File: config.mk
export PLATFORM = sky130hd
export DESIGN_NAME = eff_addr_gen
export DESIGN_NICKNAME = d
export VERILOG_FILES = /design/src/rtl/eag_pkg.sv /design/src/rtl/eag_sext.sv /design/src/rtl/eag_step.sv /design/src/rtl/eag_calc.sv /design/src/rtl/eag_ptr_ctl.sv /design/src/rtl/eff_addr_gen.sv
export SDC_FILE = /design/constraint.sdc
export NUM_CORES = 1
export LEC_CHECK = 0
export BUFFER_PORTS_ARGS = -buffer_cell sky130_fd_sc_hd__buf_2
export CORE_UTILIZATION = 55
export CTS_CLUSTER_DIAMETER = 60
export CTS_CLUSTER_SIZE = 10
export DETAILED_ROUTE_END_ITERATION = 6
export PLACE_DENSITY = 0.79
export SLEW_MARGIN = 20
export SYNTH_ARGS = -nofsm -noshare
export SYNTH_HDL_FRONTEND = slang
export SYNTH_SLANG_ARGS = --single-unit
File: constraint.sdc
create_clock -name clk -period 15 [get_ports clk]
set_input_delay 1.5 -clock clk [delete_from_list [all_inputs] [get_ports clk]]
set_output_delay 1.5 -clock clk [all_outputs]
set_load 0.02 [all_outputs]
File: src/rtl/eag_pkg.sv
package eag_pkg;
   typedef enum logic [2:0] {
      AM_DISP     = 3'd0,
      AM_REGIND   = 3'd1,
      AM_INDEXED  = 3'd2,
      AM_ABS      = 3'd3,
      AM_MEMIND   = 3'd4,
      AM_POSTINC  = 3'd5,
      AM_PREDEC   = 3'd6,
      AM_SCALED   = 3'd7
   } amode_e;

   // size code to shift amount; spare code 3 treated as 4 bytes
   function automatic logic [1:0] size_shift(input logic [1:0] sc);
      return (sc == 2'd3) ? 2'd2 : sc;
   endfunction
endpackage

File: src/rtl/eag_sext.sv
module eag_sext #(
   parameter int DISP_W = 16,
   parameter int AW     = 32
) (
   input  logic [DISP_W-1:0] raw,
   output logic [AW-1:0]     ext
);
   generate
      if (AW == DISP_W) begin : g_same
         assign ext = raw;
      end else begin : g_ext
         assign ext = {{(AW-DISP_W){raw[DISP_W-1]}}, raw};
      end
   endgenerate
endmodule

File: src/rtl/eag_step.sv
module eag_step #(
   parameter int AW       = 32,
   parameter bit SCALE_EN = 1'b1
) (
   input  logic [1:0]    size_code,
   input  logic [AW-1:0] index,
   output logic [AW-1:0] step,
   output logic [AW-1:0] scaled_index
);
   import eag_pkg::*;
   localparam logic [AW-1:0] ONE = {{(AW-1){1'b0}}, 1'b1};

   logic [1:0] shamt;
   assign shamt = size_shift(size_code);
   assign step  = ONE << shamt;

   generate
      if (SCALE_EN) begin : g_scale
         assign scaled_index = index << shamt;
      end else begin : g_noscale
         assign scaled_index = index;
      end
   endgenerate
endmodule

File: src/rtl/eag_calc.sv
module eag_calc #(
   parameter int AW = 32
) (
   input  eag_pkg::amode_e mode,
   input  logic [AW-1:0]   base,
   input  logic [AW-1:0]   index,
   input  logic [AW-1:0]   scaled_index,
   input  logic [AW-1:0]   disp_x,
   input  logic [AW-1:0]   step,
   output logic [AW-1:0]   ea,
   output logic            wb_en,
   output logic [AW-1:0]   wb_val,
   output logic            indirect
);
   import eag_pkg::*;
   logic [AW-1:0] dec_val;
   assign dec_val = base - step;

   always_comb begin
      ea       = base;
      wb_en    = 1'b0;
      wb_val   = base;
      indirect = 1'b0;
      unique case (mode)
         AM_DISP:    ea = base + disp_x;
         AM_REGIND:  ea = base;
         AM_INDEXED: ea = base + index;
         AM_ABS:     ea = disp_x;
         AM_MEMIND:  indirect = 1'b1;
         AM_POSTINC: begin
            ea     = base;
            wb_en  = 1'b1;
            wb_val = base + step;
         end
         AM_PREDEC: begin
            ea     = dec_val;
            wb_en  = 1'b1;
            wb_val = dec_val;
         end
         AM_SCALED:  ea = disp_x + base + scaled_index;
         default:    ea = base;
      endcase
   end
endmodule

File: src/rtl/eag_ptr_ctl.sv
module eag_ptr_ctl #(
   parameter int AW = 32
) (
   input  logic          clk,
   input  logic          rst_n,
   input  logic          launch,
   input  logic [AW-1:0] ptr_in,
   input  logic          rvalid,
   output logic          busy,
   output logic [AW-1:0] ptr_addr,
   output logic          land
);
   typedef enum logic {P_IDLE, P_WAIT} pstate_e;
   pstate_e st;

   always_ff @(posedge clk) begin
      if (!rst_n) begin
         st       <= P_IDLE;
         ptr_addr <= '0;
      end else begin
         unique case (st)
            P_IDLE: if (launch) begin
               st       <= P_WAIT;
               ptr_addr <= ptr_in;
            end
            P_WAIT: if (rvalid) st <= P_IDLE;
            default: st <= P_IDLE;
         endcase
      end
   end

   assign busy = (st == P_WAIT);
   assign land = busy && rvalid;

   AST_REQ_HELD: assert property (@(posedge clk) disable iff (!rst_n)
      busy && !rvalid |=> busy && $stable(ptr_addr));
   AST_LAUNCH_ADDR: assert property (@(posedge clk) disable iff (!rst_n)
      !busy && launch |=> busy && ptr_addr == $past(ptr_in));
endmodule

File: src/rtl/eff_addr_gen.sv
module eff_addr_gen #(
   parameter int AW       = 32,
   parameter int DISP_W   = 16,
   parameter bit SCALE_EN = 1'b1
) (
   input  logic              clk,
   input  logic              rst_n,
   input  logic              start,
   input  logic [2:0]        mode,
   input  logic [1:0]        size_code,
   input  logic [AW-1:0]     base,
   input  logic [AW-1:0]     index,
   input  logic [DISP_W-1:0] disp,
   output logic [AW-1:0]     addr,
   output logic              wb_en,
   output logic [AW-1:0]     wb_data,
   output logic              done,
   output logic              busy,
   output logic              mem_req,
   output logic [AW-1:0]     mem_addr,
   input  logic              mem_rvalid,
   input  logic [AW-1:0]     mem_rdata
);
   import eag_pkg::*;

   generate
      if (AW < DISP_W) begin : g_bad_width
         $error("eff_addr_gen: AW must be at least DISP_W");
      end
      if (AW < 8) begin : g_bad_aw
         $error("eff_addr_gen: AW must be at least 8");
      end
   endgenerate

   amode_e        mode_e, mode_q;
   logic [AW-1:0] disp_x, step, sidx, c_ea, c_wb;
   logic          c_wb_en, c_ind, accept, land;
   logic [AW-1:0] addr_q, wb_q;
   logic          done_q, wb_en_q;

   assign mode_e = amode_e'(mode);
   assign accept = start && !busy;

   eag_sext #(.DISP_W(DISP_W), .AW(AW)) u_sext (.raw(disp), .ext(disp_x));

   eag_step #(.AW(AW), .SCALE_EN(SCALE_EN)) u_step (
      .size_code(size_code), .index(index), .step(step), .scaled_index(sidx));

   eag_calc #(.AW(AW)) u_calc (
      .mode(mode_e), .base(base), .index(index), .scaled_index(sidx),
      .disp_x(disp_x), .step(step), .ea(c_ea), .wb_en(c_wb_en),
      .wb_val(c_wb), .indirect(c_ind));

   eag_ptr_ctl #(.AW(AW)) u_ptr (
      .clk(clk), .rst_n(rst_n), .launch(accept && c_ind), .ptr_in(base),
      .rvalid(mem_rvalid), .busy(busy), .ptr_addr(mem_addr), .land(land));

   always_ff @(posedge clk) begin
      if (!rst_n) begin
         done_q  <= 1'b0;
         wb_en_q <= 1'b0;
         addr_q  <= '0;
         wb_q    <= '0;
         mode_q  <= AM_DISP;
      end else begin
         done_q  <= 1'b0;
         wb_en_q <= 1'b0;
         if (land) begin
            done_q <= 1'b1;
            addr_q <= mem_rdata;
            mode_q <= AM_MEMIND;
         end else if (accept && !c_ind) begin
            done_q  <= 1'b1;
            addr_q  <= c_ea;
            wb_en_q <= c_wb_en;
            wb_q    <= c_wb;
            mode_q  <= mode_e;
         end
      end
   end

   assign addr    = addr_q;
   assign wb_en   = wb_en_q;
   assign wb_data = wb_q;
   assign done    = done_q;
   assign mem_req = busy;

   AST_ONE_CYCLE: assert property (@(posedge clk) disable iff (!rst_n)
      accept && !c_ind |=> done && !busy);
   AST_WB_GATED: assert property (@(posedge clk) disable iff (!rst_n)
      wb_en |-> done && (mode_q == AM_POSTINC || mode_q == AM_PREDEC));
   AST_PREDEC_SAME: assert property (@(posedge clk) disable iff (!rst_n)
      done && mode_q == AM_PREDEC |-> wb_en && wb_data == addr);
   AST_POSTINC_BASE: assert property (@(posedge clk) disable iff (!rst_n)
      done && mode_q == AM_POSTINC |-> wb_data == addr + ($past(step)));
   AST_IND_RESULT: assert property (@(posedge clk) disable iff (!rst_n)
      land |=> done && !wb_en && addr == $past(mem_rdata));
   AST_BUSY_IGNORE: assert property (@(posedge clk) disable iff (!rst_n)
      busy && !mem_rvalid |=> !done);
endmodule

# Yosys cells after proc, flatten, opt, wreduce, memory -nomap -nowiden
# Index checks and enable logic that the tools add are counted.
[classes]
add_sub_neg = 5
n_eq_ne = 7
shift = 2
mux = 12
bitwise = 4
n_reduce_logical = 12
[ops]
columns = ["cell", "count"]
rows = [
  ["$pmux W32 S5", 1],
  ["$add A32 B32 Y32", 4],
  ["$mux W32", 2],
  ["$pmux W32 S2", 1],
  ["$shl A1 B2 Y32 const A", 1],
  ["$shl A32 B2 Y32", 1],
  ["$sub A32 B32 Y32", 1],
  ["$eq A3 B3 Y1 const B", 4],
  ["$eq A3 B2 Y1 const B", 2],
  ["$mux W1", 6],
  ["$logic_and A1 B1 Y1", 4],
  ["$not A1 Y1", 4],
  ["$reduce_and A2 Y1", 2],
  ["$logic_not A3 Y1", 1],
  ["$reduce_or A3 Y1", 1],
  ["$eq A2 B2 Y1 const B", 1],
  ["$logic_not A1 Y1", 2],
  ["$mux W2", 1],
  ["$pmux W1 S2", 1],
  ["$reduce_bool A2 Y1", 1],
  ["$reduce_or A2 Y1", 1],
]
[totals]
regBits = 99
inputBits = 121

# Logic depth before layout (Yosys ltp)
[logic_depth]
word_depth = 7
mapped_depth = 23
mapped_depth_nobuf = 22

# Modules after synthesis
# From an unflattened synthesis, not the netlist that was laid out.
[hier_totals]
hier_cells = 2170
area_unflattened_um2 = 15854.0
[by_module_without_submodules]
columns = ["module", "n_inst", "cells_per_inst", "area_each_um2", "seq_area_each_um2"]
rows = [
  ["eag_calc", 1, 1560, 10493.8, 0.0],
  ["eff_addr_gen", 1, 297, 2826.5, 1321.3],
  ["eag_ptr_ctl", 1, 144, 1358.8, 660.6],
  ["eag_step", 1, 137, 934.6, 0.0],
  ["eag_sext", 1, 32, 240.2, 0.0],
]

# Worst setup path after synthesis
# Ideal clock, no wire load.
[synth_timing]
path_type = "input to register"
startpoint = "in base[0]"
endpoint = "reg addr_q[30] (netlist: addr[30])"
setup_time_ps = 91
arrival_ps = 5766
t_required_ps = 14909
setup_slack_ps = 9143
stages = 23
path_buffers = 1
path_cell_list = "ha_1 -> fa_1 -> a21oi_1 -> o21ai_1 -> a31oi_1 -> a211oi_1 -> a41oi_1 -> nor2b_1 -> o21a_1 -> nor2_1 -> xnor2_1 -> ha_1 -> clkbuf_1 -> and3_1 -> and3_1 -> nand3_1 -> or3_1 -> o221ai_1 -> nor3_1 -> nor4b_1 -> a2111oi_0 -> nor3b_1 -> a311oi_1"
[synth_via]
elab_chain_cells = 5
elab_cells_between_ends = 7
[synth_lines]
columns = ["element", "line_no", "rtl"]
rows = [
  ["start, declared", "eff_addr_gen.sv:11", "input logic [AW-1:0] base,"],
  ["$add A32 B32 Y32", "eag_calc.sv:25, eag_calc.sv:40", ""],
  ["$add A32 B32 Y32", "eag_calc.sv:40", "AM_SCALED: ea = disp_x + base + scaled_index;"],
  ["$pmux W32 S5 *", "eag_calc.sv:24", "unique case (mode)"],
  ["$mux W32 *", "eff_addr_gen.sv:72", "end else if (accept && !c_ind) begin"],
  ["$mux W32 *", "eff_addr_gen.sv:68", "if (land) begin"],
  ["end signal, assigned", "eff_addr_gen.sv:70", "addr_q <= mem_rdata;"],
  ["end, declared", "eff_addr_gen.sv:38", "logic [AW-1:0] addr_q, wb_q;"],
]
# Mark *: on every way between the ends. The rest lies on a longest branch, timed or not. The select of a mux whose other input is x is not followed.
# A chain may end at the register's enable or synchronous reset.

# Worst setup path after layout
# Ends and elaborated chain as after synthesis.

==> qor.txt <==
STA
------------------------------------------------------------------------------------------
Worst relative slew slack                                                            23.9%
Ratio of final minimum period to clock period                                        42.0%
Final Critical Period                                                              6310 ps
Clock Skew                                                                         8.27 ps
Hold WS                                                                             452 ps
Slew @ Worst Pin                                                                   1140 ps
F_max                                                                            0.159 GHz
RSZ-0062 raised after global routing                                                 false
Final number of setup-violating endpoints                                                0
Max Slew Vio Count                                                                       0
Summed negative setup slack over all endpoints                                        0 ps
Hold Fails Final Rpt                                                                     0

DIE
------------------------------------------------------------------------------------------
Starting utilization of the core area                                                56.8%
Standard cell core area                                                        0.0213 mm^2
Die Outline Area                                                               0.0226 mm^2
Ports placed on the boundary                                                           221
Die W                                                                               150 um
Total number of placement rows                                                          53
Height of the die                                                                   150 um

CELLS AND AREA
------------------------------------------------------------------------------------------
Most frequent cells in the layout                                             sky130_fd_sc_hd__nand2_1, sky130_fd_sc_hd__buf_2, sky130_fd_sc_hd__a21oi_1
Design Area, Final                                                             0.0135 mm^2
Relative area change from synthesis to final layout                                  11.5%
Number of nets at the end of the flow                                                 2089
Ratio of cells with drive above 1 in the final layout                                14.8%
Final core utilization                                                               63.3%
Number of standard cells in the layout, taps in and fillers out                       2144
Most common cell after layout, fill and taps aside                            sky130_fd_sc_hd__nand2_1

SYNTH
------------------------------------------------------------------------------------------
Synthesized net count                                                                 1965
Register bit total from synthesis                                                       99
Synth async-reset ratio                                                                 0%
Mean cell area of the mapped netlist                                             6.95 um^2
Warnings from Yosys                                                                      0
Netlist cell types                                                                      80
Synthesized cell area                                                          0.0121 mm^2
Synth Flop Type                                                               sky130_fd_sc_hd__dfxtp_1
Count of flip-flops with a built-in enable after synthesis                               0
Gate count after technology mapping                                                   1738
Proportion of synthesized chip area in sequential cells                              16.4%

CLOCKING
------------------------------------------------------------------------------------------
Number of buffers added to fix hold violations after cts                                 0
Clock tree from TritonCTS                                                            built
Maximum buffer depth of the clock tree                                                   2
Number of H-tree levels                                                                  3
Buffer cell driving the clock tree root                                       sky130_fd_sc_hd__clkbuf_16
Clock edge transition at the registers on the reported setup and hold paths          80 ps
Post-CTS Repair Setup Buffers                                                            0
Sink count of the clock tree                                                            99
Inserted Clock Buffers                                                                   9
Latest clock arrival within the worst-skew pair                                     360 ps
PostCTS Resize Cnt                                                                       0

CRITICAL PATH
------------------------------------------------------------------------------------------
Reg2Reg Capture Point                                                         addr[18]$_SDFFE_PN0P_
R2R Setup Slk                                                                     12070 ps
Max FO, Critical Path                                                                    7
Critical Path Source Type                                                       input port
Critical Path Sink Type                                                           register
CP Class                                                                            in2reg
Critical path required time                                                       15200 ps
Critical path arrival                                                              6510 ps
Reg2Reg Depth                                                                           10
CP endpoint                                                                   addr[30]$_SDFFE_PN0P_
R2r startpoint                                                                u_ptr.busy$_SDFF_PN0_
Worst setup path start                                                             base[0]

DRT
------------------------------------------------------------------------------------------
Number of remaining DRC errors                                                           0
Detail-routed net length per standard cell                                         22.0 um
Via density per instance                                                              6.56
Detailed-route via count                                                             14064
WL final                                                                          47300 um
Total iterations of the first detailed-routing run                                       5
Final antenna-violating net count                                                        0
Detailed router's first-iteration violation count                                     1135

PLACE
------------------------------------------------------------------------------------------
Port Buffers                                                                           220
Cell area after placement                                                      0.0132 mm^2
Placed instance count                                                                 2126
Final Wtd Congestion                                                                  1.03
Final HPWL DP                                                                     35500 um

RUN STATUS
------------------------------------------------------------------------------------------
Result of the run                                                             complete, no violations

GLOBAL ROUTING
------------------------------------------------------------------------------------------
Via count of the first global-routing pass                                           12708
Grt met3 use                                                                         6.52%
Total global routing track utilization                                               41.0%
GR peak layer                                                                         met2
Largest net degree at the start of global routing                                       81
Antenna violations before repair                                                         0
Routing usage on met2                                                                66.6%
Met1 Track Usage GR                                                                  49.6%
First-pass GRT wire length                                                        70400 um
GRT Residual Overflow                                                                    0

WORST HOLD PATH
------------------------------------------------------------------------------------------
Class of the tightest hold or removal check                                        reg2reg

PWR
------------------------------------------------------------------------------------------
Cell leakage power                                                                 5.91 nW
Worst supply voltage drop on vdd                                                 0.0605 mV
Power per cell area                                                           85.6 mW/mm^2

RUN
------------------------------------------------------------------------------------------
Maximum capacitance violations                                                           0

[cells by family after synthesis]
group           after synthesis  share of synthesized area (%)
fa+ha+maj                   106                           11.3
compound gates              596                           30.8
xor+xnor                    121                           8.83
flops                        99                           16.4
buf+inv                     148                           4.76
simple gates                619                           23.7
other cells                   2                         0.0622
mux                          47                           4.11
[worst max-delay path, stage by stage]
cell and delay, ps:
sky130_fd_sc_hd__buf_2 150, sky130_fd_sc_hd__ha_1 250, sky130_fd_sc_hd__fa_1 410, sky130_fd_sc_hd__a21oi_1 240, sky130_fd_sc_hd__o21ai_1 130, sky130_fd_sc_hd__a31oi_1 340, sky130_fd_sc_hd__a211oi_1 230, sky130_fd_sc_hd__a41oi_1 420
sky130_fd_sc_hd__nor2b_1 90, sky130_fd_sc_hd__o21a_1 200, sky130_fd_sc_hd__nor2_1 120, sky130_fd_sc_hd__xnor2_1 160, sky130_fd_sc_hd__ha_1 340, sky130_fd_sc_hd__and3_1 210, sky130_fd_sc_hd__and3_1 200, sky130_fd_sc_hd__nand3_1 150
sky130_fd_sc_hd__nand2b_1 130, sky130_fd_sc_hd__o221ai_1 120, sky130_fd_sc_hd__nor3_1 320, sky130_fd_sc_hd__nor4b_1 90, sky130_fd_sc_hd__a2111oi_0 350, sky130_fd_sc_hd__nor3b_1 240, sky130_fd_sc_hd__a311oi_1 110
[worst min-delay path by stage]
stage / start / to / slack, ps / depth (start not counted)
6_report: wb_data[5]$_SDFFE_PN0P_ / wb_data[5]$_SDFFE_PN0P_ / 450 / 2
3_5_place_dp: wb_data[5]$_SDFFE_PN0P_ / wb_data[5]$_SDFFE_PN0P_ / 440 / 2
5_1_grt: u_ptr.ptr_addr[17]$_SDFFE_PN0P_ / u_ptr.ptr_addr[17]$_SDFFE_PN0P_ / 470 / 2
3_3_place_gp: wb_data[28]$_SDFFE_PN0P_ / wb_data[28]$_SDFFE_PN0P_ / 440 / 2
4_1_cts: u_ptr.ptr_addr[18]$_SDFFE_PN0P_ / u_ptr.ptr_addr[18]$_SDFFE_PN0P_ / 450 / 2
2_1_floorplan: wb_data[11]$_SDFFE_PN0P_ / wb_data[11]$_SDFFE_PN0P_ / 530 / 2
[layer usage]
metal / vias to the layer above / wire length [um] / part of all wire, %
met3: 183 / 4330 / 9.2
met2: 812 / 21300 / 45
met5: - / 0 / 0
met1: 6484 / 18300 / 39
met4: 0 / 3350 / 7.1
li1: 6585 / - / -
[cells in the mapped netlist, drive strengths merged, types with 12 or more instances]
library cell  number  area [um^2]
a211oi            31          233
a21o              50          375
a21oi            184          921
a221oi            17          149
a31oi             28          175
and3              21          131
buf               15         75.1
clkbuf           104          392
dfxtp             99         1980
ha               101         1260
inv               29          109
mux2i             44          440
nand2            261          980
nand2b            20          125
nand3             44          220
nor2             142          533
nor2b             15         93.8
nor3              39          211
o211ai            20          155
o21a              12         90.1
o21ai            147          736
o21bai            14          105
xnor2             71          629
xor2              50          438
[report_power, final]
group          total, mW  switching (mW)  internal, mW  leakage [nW]
sequential         0.290          0.0103         0.280         0.811
combinational      0.622           0.395         0.227          4.95
clock              0.241           0.123         0.118         0.146
[stage by stage]
step,total power [mW],setup WS (ps)
floorplan,0.717,9140
global placement,0.892,8540
detailed placement,0.895,8370
CTS,1.13,8740
global route,1.21,8230
finish,1.15,8690
[cell type report]
cell class	instances	area (um^2)
multi-input combinational	1491	9540
tap	275	344
inverter	29	109
clock buffer	9	225
antenna	2	5.00
fill	2075	7820
timing repair buffer	232	1190
clock inverter	7	72.6
sequential	99	1980
[state kept, by name, summed over array words and instances, names as in the netlist]
| signal | cells |
|---|---|
| done | 1 |
| u_ptr.busy | 1 |
| u_ptr.ptr_addr | 32 |
| addr | 32 |
| wb_en | 1 |
| wb_data | 32 |
(Power assumes the default switching activity.)
